`config.mk`:
```
export PLATFORM = sky130hd
export DESIGN_NAME = lsm_uop_seq
export DESIGN_NICKNAME = d
export VERILOG_FILES = /design/src/rtl/lsm_pkg.sv /design/src/rtl/lsm_lowbit.sv /design/src/rtl/lsm_start_off.sv /design/src/rtl/lsm_reg_map.sv /design/src/rtl/lsm_uop_seq.sv
export SDC_FILE = /design/constraint.sdc
export NUM_CORES = 1
export LEC_CHECK = 0
export ABC_AREA = 0
export BUFFER_PORTS_ARGS = -buffer_cell sky130_fd_sc_hd__buf_2
export CAP_MARGIN = 0
export CORE_ASPECT_RATIO = 0.6
export CORE_MARGIN = 2
export CORE_UTILIZATION = 45
export CTS_CLUSTER_DIAMETER = 30
export CTS_CLUSTER_SIZE = 25
export DETAILED_ROUTE_END_ITERATION = 16
export GPL_TIMING_DRIVEN = 0
export MAX_ROUTING_LAYER = met4
export PLACE_DENSITY_LB_ADDON = 0.25
export REMOVE_ABC_BUFFERS = 1
export SKIP_CTS_REPAIR_TIMING = 1
export SYNTH_ARGS = -nofsm -noshare
export SYNTH_HDL_FRONTEND = slang
export SYNTH_SLANG_ARGS = --single-unit
```
`constraint.sdc`:
```
create_clock -name clk -period 6.02 [get_ports clk]
set_clock_uncertainty 0.15 [all_clocks]
set_input_delay 1.204 -clock clk [delete_from_list [all_inputs] [get_ports clk]]
set_output_delay 1.204 -clock clk [all_outputs]
set_load 0.005 [all_outputs]
```
`src/rtl/lsm_pkg.sv`:
```
// Shared types for the load/store-multiple micro-op sequencer.
// Assumes the kind codes below are decoded unchanged by the consumer.
package lsm_pkg;

    typedef enum logic [2:0] {
        UOP_ADDI  = 3'd0,
        UOP_SUBI  = 3'd1,
        UOP_LOAD  = 3'd2,
        UOP_LDRET = 3'd3,
        UOP_STORE = 3'd4
    } uop_kind_e;

    typedef enum logic [1:0] {
        SQ_IDLE,
        SQ_COPY,
        SQ_XFER,
        SQ_ADJ
    } sq_state_e;

    typedef struct packed {
        logic up;
        logic pre;
        logic wback;
        logic load;
        logic usr;
        logic op15;
    } lsm_mode_t;

endpackage

```
`src/rtl/lsm_lowbit.sv`:
```
// Finds the lowest set bit of a pending mask.
// Returns its index, the mask with that bit cleared, and a flag telling
// whether it was the only bit left.
// Assumes the mask is nonzero whenever idx is used.
module lsm_lowbit #(
    parameter int N   = 16,
    parameter int IDW = $clog2(N)
) (
    input  logic [N-1:0]   mask,
    output logic [IDW-1:0] idx,
    output logic [N-1:0]   rest,
    output logic           single
);
    // Priority scan from the top, so the lowest set bit wins.
    always_comb begin
        idx = '0;
        for (int i = N - 1; i >= 0; i--) begin
            if (mask[i]) idx = IDW'(i);
        end
    end

    // Clear the lowest set bit and flag the last pending bit.
    always_comb begin
        rest   = mask & (mask - N'(1));
        single = (mask != '0) && (rest == '0);
    end
endmodule

```
`src/rtl/lsm_start_off.sv`:
```
// Counts the set bits of a register list.
// Derives the first transfer offset and the writeback adjust amount.
// Assumes OFFW can hold STEP*N.
module lsm_start_off #(
    parameter int N    = 16,
    parameter int OFFW = 8,
    parameter int STEP = 4
) (
    input  logic [N-1:0]    list,
    input  logic            up,
    input  logic            pre,
    output logic [OFFW-1:0] start,
    output logic [OFFW-1:0] total
);
    localparam int CW = $clog2(N + 1);

    logic [CW-1:0] cnt;

    // Population count of the list.
    always_comb begin
        cnt = '0;
        for (int i = 0; i < N; i++) cnt = cnt + CW'(list[i]);
    end

    // Start offset: 0 going up, count*STEP-STEP going down, plus STEP if pre.
    always_comb begin
        total = OFFW'(cnt) * OFFW'(STEP);
        start = up ? '0 : total - OFFW'(STEP);
        if (pre) start = start + OFFW'(STEP);
    end
endmodule

```
`src/rtl/lsm_reg_map.sv`:
```
// Maps a list index to the register index actually transferred.
// Also flags the exception-return load form.
// Assumes the banked window [BANK_LO, BANK_HI] is shifted up by BANK_ADD.
module lsm_reg_map #(
    parameter int LW       = 4,
    parameter int IW       = 5,
    parameter int PC_IDX   = 15,
    parameter int BANK_LO  = 8,
    parameter int BANK_HI  = 14,
    parameter int BANK_ADD = 16
) (
    input  logic [LW-1:0] reg_in,
    input  logic          usr,
    input  logic          op15,
    input  logic          load,
    output logic [IW-1:0] reg_out,
    output logic          ret
);
    logic in_bank;

    // User-bank remap applies only in the user form without op15.
    always_comb begin
        in_bank = (int'(reg_in) >= BANK_LO) && (int'(reg_in) <= BANK_HI);
        reg_out = IW'(reg_in);
        if (usr && !op15 && in_bank) reg_out = IW'(reg_in) + IW'(BANK_ADD);
    end

    // Exception-return form: a load of the PC in the status variant.
    always_comb ret = usr && op15 && load && (int'(reg_in) == PC_IDX);
endmodule

```
`src/rtl/lsm_uop_seq.sv`:
```
// Load/store-multiple micro-op sequencer (top).
// Latches one block-transfer instruction.
// Emits the base copy, one transfer per listed register and an optional
// base adjust, one micro-op per cycle under a valid/ready handshake.
// Assumes out_* are consumed only when out_valid && out_ready.
module lsm_uop_seq #(
    parameter int NREGS   = 16,
    parameter int IDX_W   = 5,
    parameter int OFF_W   = 8,
    parameter int STEP    = 4,
    parameter int TMP_IDX = 16,
    parameter int PC_IDX  = 15
) (
    input  logic                     clk,
    input  logic                     rst_n,
    input  logic                     in_valid,
    output logic                     in_ready,
    input  logic [NREGS-1:0]         in_reglist,
    input  logic                     in_up,
    input  logic                     in_pre,
    input  logic                     in_wback,
    input  logic                     in_load,
    input  logic                     in_usr,
    input  logic                     in_op15,
    input  logic [$clog2(NREGS)-1:0] in_base,
    output logic                     out_valid,
    input  logic                     out_ready,
    output logic [2:0]               out_kind,
    output logic [IDX_W-1:0]         out_ra,
    output logic [IDX_W-1:0]         out_rb,
    output logic [OFF_W-1:0]         out_imm,
    output logic                     out_up,
    output logic                     out_last
);
    import lsm_pkg::*;

    localparam int REG_W = $clog2(NREGS);

    sq_state_e        sq_q;
    lsm_mode_t        mode_q;
    logic [NREGS-1:0] pend_q;
    logic [OFF_W-1:0] off_q;
    logic [OFF_W-1:0] total_q;
    logic [REG_W-1:0] base_q;

    logic [REG_W-1:0] cur_idx;
    logic [NREGS-1:0] pend_rest;
    logic             one_left;
    logic [OFF_W-1:0] start_off;
    logic [OFF_W-1:0] total_off;
    logic [IDX_W-1:0] mapped_idx;
    logic             is_ret;
    logic             fire;

    lsm_lowbit #(.N(NREGS), .IDW(REG_W)) u_lowbit (
        .mask   (pend_q),
        .idx    (cur_idx),
        .rest   (pend_rest),
        .single (one_left)
    );

    lsm_start_off #(.N(NREGS), .OFFW(OFF_W), .STEP(STEP)) u_start (
        .list  (in_reglist),
        .up    (in_up),
        .pre   (in_pre),
        .start (start_off),
        .total (total_off)
    );

    lsm_reg_map #(.LW(REG_W), .IW(IDX_W), .PC_IDX(PC_IDX)) u_map (
        .reg_in  (cur_idx),
        .usr     (mode_q.usr),
        .op15    (mode_q.op15),
        .load    (mode_q.load),
        .reg_out (mapped_idx),
        .ret     (is_ret)
    );

    // Handshake flags derived from the sequencer state.
    always_comb begin
        in_ready  = (sq_q == SQ_IDLE);
        out_valid = (sq_q != SQ_IDLE);
        fire      = out_valid && out_ready;
    end

    // Micro-op fields for the current state.
    always_comb begin
        out_kind = UOP_ADDI;
        out_ra   = '0;
        out_rb   = '0;
        out_imm  = '0;
        out_up   = 1'b1;
        out_last = 1'b0;
        case (sq_q)
            SQ_COPY: begin
                out_ra   = IDX_W'(TMP_IDX);
                out_rb   = IDX_W'(base_q);
                out_last = (pend_q == '0) && !mode_q.wback;
            end
            SQ_XFER: begin
                out_kind = is_ret      ? UOP_LDRET :
                           mode_q.load ? UOP_LOAD  : UOP_STORE;
                out_ra   = mapped_idx;
                out_rb   = IDX_W'(TMP_IDX);
                out_imm  = off_q;
                out_up   = mode_q.up;
                out_last = one_left && !mode_q.wback;
            end
            SQ_ADJ: begin
                out_kind = mode_q.up ? UOP_ADDI : UOP_SUBI;
                out_ra   = IDX_W'(base_q);
                out_rb   = IDX_W'(base_q);
                out_imm  = total_q;
                out_up   = mode_q.up;
                out_last = 1'b1;
            end
            default: ;
        endcase
    end

    // Sequencer state: capture when idle, advance only on an output handshake.
    always_ff @(posedge clk) begin
        if (!rst_n) begin
            sq_q    <= SQ_IDLE;
            mode_q  <= '0;
            pend_q  <= '0;
            off_q   <= '0;
            total_q <= '0;
            base_q  <= '0;
        end else begin
            case (sq_q)
                SQ_IDLE: if (in_valid) begin
                    mode_q  <= '{up: in_up, pre: in_pre, wback: in_wback,
                                 load: in_load, usr: in_usr, op15: in_op15};
                    pend_q  <= in_reglist;
                    off_q   <= start_off;
                    total_q <= total_off;
                    base_q  <= in_base;
                    sq_q    <= SQ_COPY;
                end
                SQ_COPY: if (fire) begin
                    if (pend_q != '0)      sq_q <= SQ_XFER;
                    else if (mode_q.wback) sq_q <= SQ_ADJ;
                    else                   sq_q <= SQ_IDLE;
                end
                SQ_XFER: if (fire) begin
                    pend_q <= pend_rest;
                    off_q  <= mode_q.up ? off_q + OFF_W'(STEP) : off_q - OFF_W'(STEP);
                    if (one_left) sq_q <= mode_q.wback ? SQ_ADJ : SQ_IDLE;
                end
                SQ_ADJ: if (fire) sq_q <= SQ_IDLE;
                default: sq_q <= SQ_IDLE;
            endcase
        end
    end

    // an accepted instruction opens with the zero-add copy into the temporary register.
    p_copy_first_r1: assert property (@(posedge clk) disable iff (!rst_n)
        (in_valid && in_ready) |=> (out_valid && out_kind == UOP_ADDI &&
            out_ra == IDX_W'(TMP_IDX) && out_imm == '0));

    // consecutive transfers step the offset by STEP in the latched direction.
    p_xfer_step_r4: assert property (@(posedge clk) disable iff (!rst_n)
        (fire && sq_q == SQ_XFER && !one_left) |=>
            (out_imm == ($past(mode_q.up) ? $past(out_imm) + OFF_W'(STEP)
                                          : $past(out_imm) - OFF_W'(STEP))));

    // no index inside the banked window leaves the block in the remapping form.
    p_bank_remap_r5: assert property (@(posedge clk) disable iff (!rst_n)
        (sq_q == SQ_XFER && mode_q.usr && !mode_q.op15) |->
            !(out_ra >= IDX_W'(8) && out_ra <= IDX_W'(14)));

    // the exception-return kind is only ever used for the PC.
    p_ret_pc_r6: assert property (@(posedge clk) disable iff (!rst_n)
        (out_valid && out_kind == UOP_LDRET) |-> (out_ra == IDX_W'(PC_IDX)));

    // after the last micro-op is taken, nothing more is offered.
    p_last_ends_r8: assert property (@(posedge clk) disable iff (!rst_n)
        (fire && out_last) |=> !out_valid);

    // a stalled micro-op stays the same.
    p_stall_hold_r9: assert property (@(posedge clk) disable iff (!rst_n)
        (out_valid && !out_ready) |=> (out_valid && $stable(out_kind) &&
            $stable(out_ra) && $stable(out_rb) && $stable(out_imm) && $stable(out_last)));

    // no new instruction is accepted while a micro-op is on offer.
    p_busy_block_r9: assert property (@(posedge clk) disable iff (!rst_n)
        out_valid |-> !in_ready);
endmodule

```
==> summary.txt <==
Status
  • Status: complete, but fails checks
  • Violations in the final reports: negative setup slack

Setup path
  • Critical R2R Capture: off_q[2]
  • WS Path Type: in2reg
  • Peak fanout along the critical path: 3
  • Category of the worst setup path launch point: primary input
  • Cell type of the slowest stage on the worst timing path: sky130_fd_sc_hd__fa_1
  • Critical path cell sequence: buf_8 -> ha_4 -> inv_2 -> fa_1 -> inv_2 -> fa_1 -> fa_1 -> inv_2 -> fa_2 -> fa_2 -> inv_2 -> fa_2 -> inv_2 -> ha_4 -> nor2_4 -> ha_4 -> nand2_4 -> or3_4 -> nor2_4 -> o21bai_1 -> a211oi_2 -> nor3_2 -> o41ai_1
  • Maximum cell stage delay along the critical path: 560 ps
  • CP Capture Type: flip-flop
  • Reg2Reg Setup Slack: 2710 ps
  • Launching point of the worst reg2reg path: sq_q[0]
  • CP arrival: 6460 ps
  • Count of buffering cells on the critical path with inverters included: 6
  • Most Frequent Cell on Critical Path: sky130_fd_sc_hd__inv_2
  • Kind of cell adding the most delay to the critical path: adder cells
  • Cells on worst reg2reg path: 8
  • Req. time, crit path: 6050 ps

Worst hold path
  • Class of the tightest hold or removal check: reg2reg
  • Capture endpoint of the worst hold path: mode_q[2]
  • Origin of the worst min-delay path: mode_q[2]
  • Hold path cells: 2

Finish
  • Fraction of final layout cells sized beyond drive strength 1: 21.7%
  • Area growth from synthesis to layout: 19.5%
  • Core Util, Final: 55.8%
  • Filler cell count in the final layout: 666
  • Number of antenna repair diodes: 0
  • Finished layout cell area: 3740 um2
  • Final std cells w/o fill: 544
  • NumNets Final: 513

Floorplanning
  • Die span in x: 112 um
  • Core Area: 6710 um2
  • Row count: 23
  • Die area: 7660 um2
  • Die Span Y: 68.6 um
  • Initial standard-cell utilization of the core: 46.7%
  • Count of pins on the block boundary: 55

Drt
  • DR DRC count: 0
  • Vias/cell: 5.73
  • Overall routed net length: 9.05 mm
  • Starting DRC count in detailed routing: 278
  • Wirelength per Cell: 16.6 um
  • Vias post-DR: 3117
  • Antenna violation net count after detailed routing: 0
  • Iteration count of the initial detailed-routing pass: 5

Synth
  • Count of flip-flops with a built-in enable after synthesis: 0
  • Top_reg_cell synth: sky130_fd_sc_hd__dfxtp_1
  • Dominant cell type by area after synthesis: sky130_fd_sc_hd__dfxtp_1
  • Netlist cell types: 59
  • Commonest cells in the netlist: sky130_fd_sc_hd__nand2_1 (57), sky130_fd_sc_hd__a21oi_1 (44), sky130_fd_sc_hd__dfxtp_1 (38), sky130_fd_sc_hd__nor2_1 (38), sky130_fd_sc_hd__inv_1 (34)
  • Cells taking the most area after synthesis: sky130_fd_sc_hd__dfxtp_1 (24%), sky130_fd_sc_hd__a21oi_1 (7.0%), sky130_fd_sc_hd__fa_1 (7.0%), sky130_fd_sc_hd__nand2_1 (6.8%), sky130_fd_sc_hd__ha_1 (6.0%)
  • Synth top area share: 24.3%
  • Proportion of synthesized flip-flops having asynchronous set or reset: 0%
  • Post-synthesis cell area: 3130 um2
  • Dominant cell by count in the synthesized netlist: sky130_fd_sc_hd__nand2_1
  • Flip-flop and latch count after synthesis: 38
  • Yosys warning count: 0
  • Number of instances in the synthesized netlist: 414
  • Per-instance average area after synthesis: 7.56 um2
  • Sequential fraction of the synthesis area: 24.3%

GRT
  • Total grt overflow: 0
  • Met3 Track Usage GR: 5.07%
  • Grt met1 use: 35.7%
  • GR Util All Layers: 24.4%
  • Via count of the first global-routing pass: 2794
  • Antenna violations before repair: 0
  • First-pass GRT wire length: 14.2 mm
  • Busiest layer in global routing: met1
  • Met2 layer usage reported by global route: 34.5%
  • Maximum number of pins on one net before global-route repair: 36

CTS
  • Clock tree from TritonCTS: yes
  • TritonCTS Sinks: 38
  • Worst skew pair latency: 290 ps
  • CTS clk-pin slew, worst paths: 60 ps
  • Max Root-Sink Buffers: 2
  • Number of buffers created by CTS: 5
  • Cell chosen for the clock root: sky130_fd_sc_hd__clkbuf_16
  • CTS HTree Levels: 2

STA
  • Total Neg Setup Slack: -407 ps
  • Crit share post-route: 107%
  • Setup repair after global routing missed its margin: yes
  • Minimum clock period after layout: 6430 ps
  • Setup-violating endpoint count in the final report: 1
  • Endpoints failing hold: 0
  • Tightest Pin Transition: 1100 ps
  • Final setup margin: -407 ps
  • Worst relative slew slack: 26.6%
  • Final slew viol count: 0
  • Worst hold margin: 315 ps
  • Maximum clock rate: 0.156 GHz

Placed design
  • Number of I/O port buffers: 52
  • Placed Cells: 528
  • Detailed-placement wirelength estimate: 6.56 mm
  • Placed instance area: 3360 um2
  • Worst setup timing slack at the placement stage: -809 ps
  • RePlAce Congestion: 0.936

Job
  • Number of maximum-capacitance violations: 0

Power
  • Leak: 1.60 nW
  • Pwr Total: 1.91 mW
  • Worst supply voltage drop on vdd: 279 uV
  • Power density cells: 511 nW/um2
[per-layer routing]
layer | routed length [um] | share of wire [%] | vias to the layer above
li1 | - | - | 1532
met1 | 4540 | 50 | 1462
met2 | 3740 | 41 | 116
met3 | 698 | 7.7 | 7
met4 | 74 | 0.82 | 0
met5 | 0 | 0 | -
[logic make-up after synthesis]
kind of cell,Yosys count,synth area share [%]
compound gates,112,23.3
other cells,1,0.120
flops,38,24.3
xor+xnor,11,3.52
simple gates,157,24.4
fa+ha+maj,28,13.7
mux,6,1.96
buf+inv,61,8.80
[worst max-delay path by stage]
stage | start | endpoint | slack [ps] | cells after the start
finish | in_reglist[0] | off_q[6] | -410 | 23
global route | in_reglist[0] | off_q[6] | -620 | 23
CTS | in_reglist[1] | off_q[6] | -530 | 23
detailed placement | in_reglist[1] | off_q[6] | -810 | 23
global placement | in_reglist[1] | off_q[6] | -720 | 21
floorplan | in_reglist[0] | off_q[6] | -190 | 22
[where the power goes]
| group | total (mW) | switching (mW) | internal, mW |
|---|---|---|---|
| Clock | 0.313 | 0.108 | 0.205 |
| Combinational | 1.21 | 0.669 | 0.542 |
| Sequential | 0.388 | 0.0771 | 0.311 |
[final cells by class]
cell class	instances	area, um2	area share (%)
inverters	35	131	3.51
clock inverters	1	30.0	0.803
multi-input cells	316	2220	59.4
clock buffers	6	139	3.71
flip-flops and latches	38	761	20.3
well taps	87	109	2.91
repair buffers	61	348	9.30
[sequential cells by signal (all words and copies together), names as in the netlist]
| name | flops |
|---|---|
| base_q | 4 |
| mode_q | 5 |
| off_q | 6 |
| pend_q | 16 |
| sq_q | 2 |
| total_q | 5 |
[placed cells by master, fill, tap and decap left out, types with 4 or more instances in the layout]
| cell | synthesis | layout |
|---|---|---|
| sky130_fd_sc_hd__o21ai_0 | 15 | 15 |
| sky130_fd_sc_hd__nand2_1 | 57 | 56 |
| sky130_fd_sc_hd__fa_1 | 11 | 8 |
| sky130_fd_sc_hd__xnor2_1 | 6 | 4 |
| sky130_fd_sc_hd__buf_2 | 1 | 50 |
| sky130_fd_sc_hd__o31ai_1 | 5 | 5 |
| sky130_fd_sc_hd__clkbuf_16 | 0 | 5 |
| sky130_fd_sc_hd__ha_1 | 15 | 12 |
| sky130_fd_sc_hd__nor4_1 | 13 | 13 |
| sky130_fd_sc_hd__inv_2 | 0 | 5 |
| sky130_fd_sc_hd__a211oi_1 | 6 | 5 |
| sky130_fd_sc_hd__and2_1 | 10 | 10 |
| sky130_fd_sc_hd__buf_4 | 4 | 9 |
| sky130_fd_sc_hd__a21oi_1 | 44 | 44 |
| sky130_fd_sc_hd__dfxtp_1 | 38 | 38 |
| sky130_fd_sc_hd__nand2b_1 | 6 | 6 |
| sky130_fd_sc_hd__mux2i_1 | 5 | 5 |
| sky130_fd_sc_hd__nor3_1 | 11 | 10 |
| sky130_fd_sc_hd__inv_1 | 34 | 29 |
| sky130_fd_sc_hd__a22o_1 | 5 | 5 |
| sky130_fd_sc_hd__nand3_1 | 6 | 5 |
| sky130_fd_sc_hd__nor2_1 | 38 | 35 |
[tightest hold or removal path, cell delays in order, from the launching register on]
cell and delay, ps:
sky130_fd_sc_hd__dfxtp_1 310, sky130_fd_sc_hd__nand2_1 50, sky130_fd_sc_hd__a21oi_1 50
(Power assumes the default switching activity.)
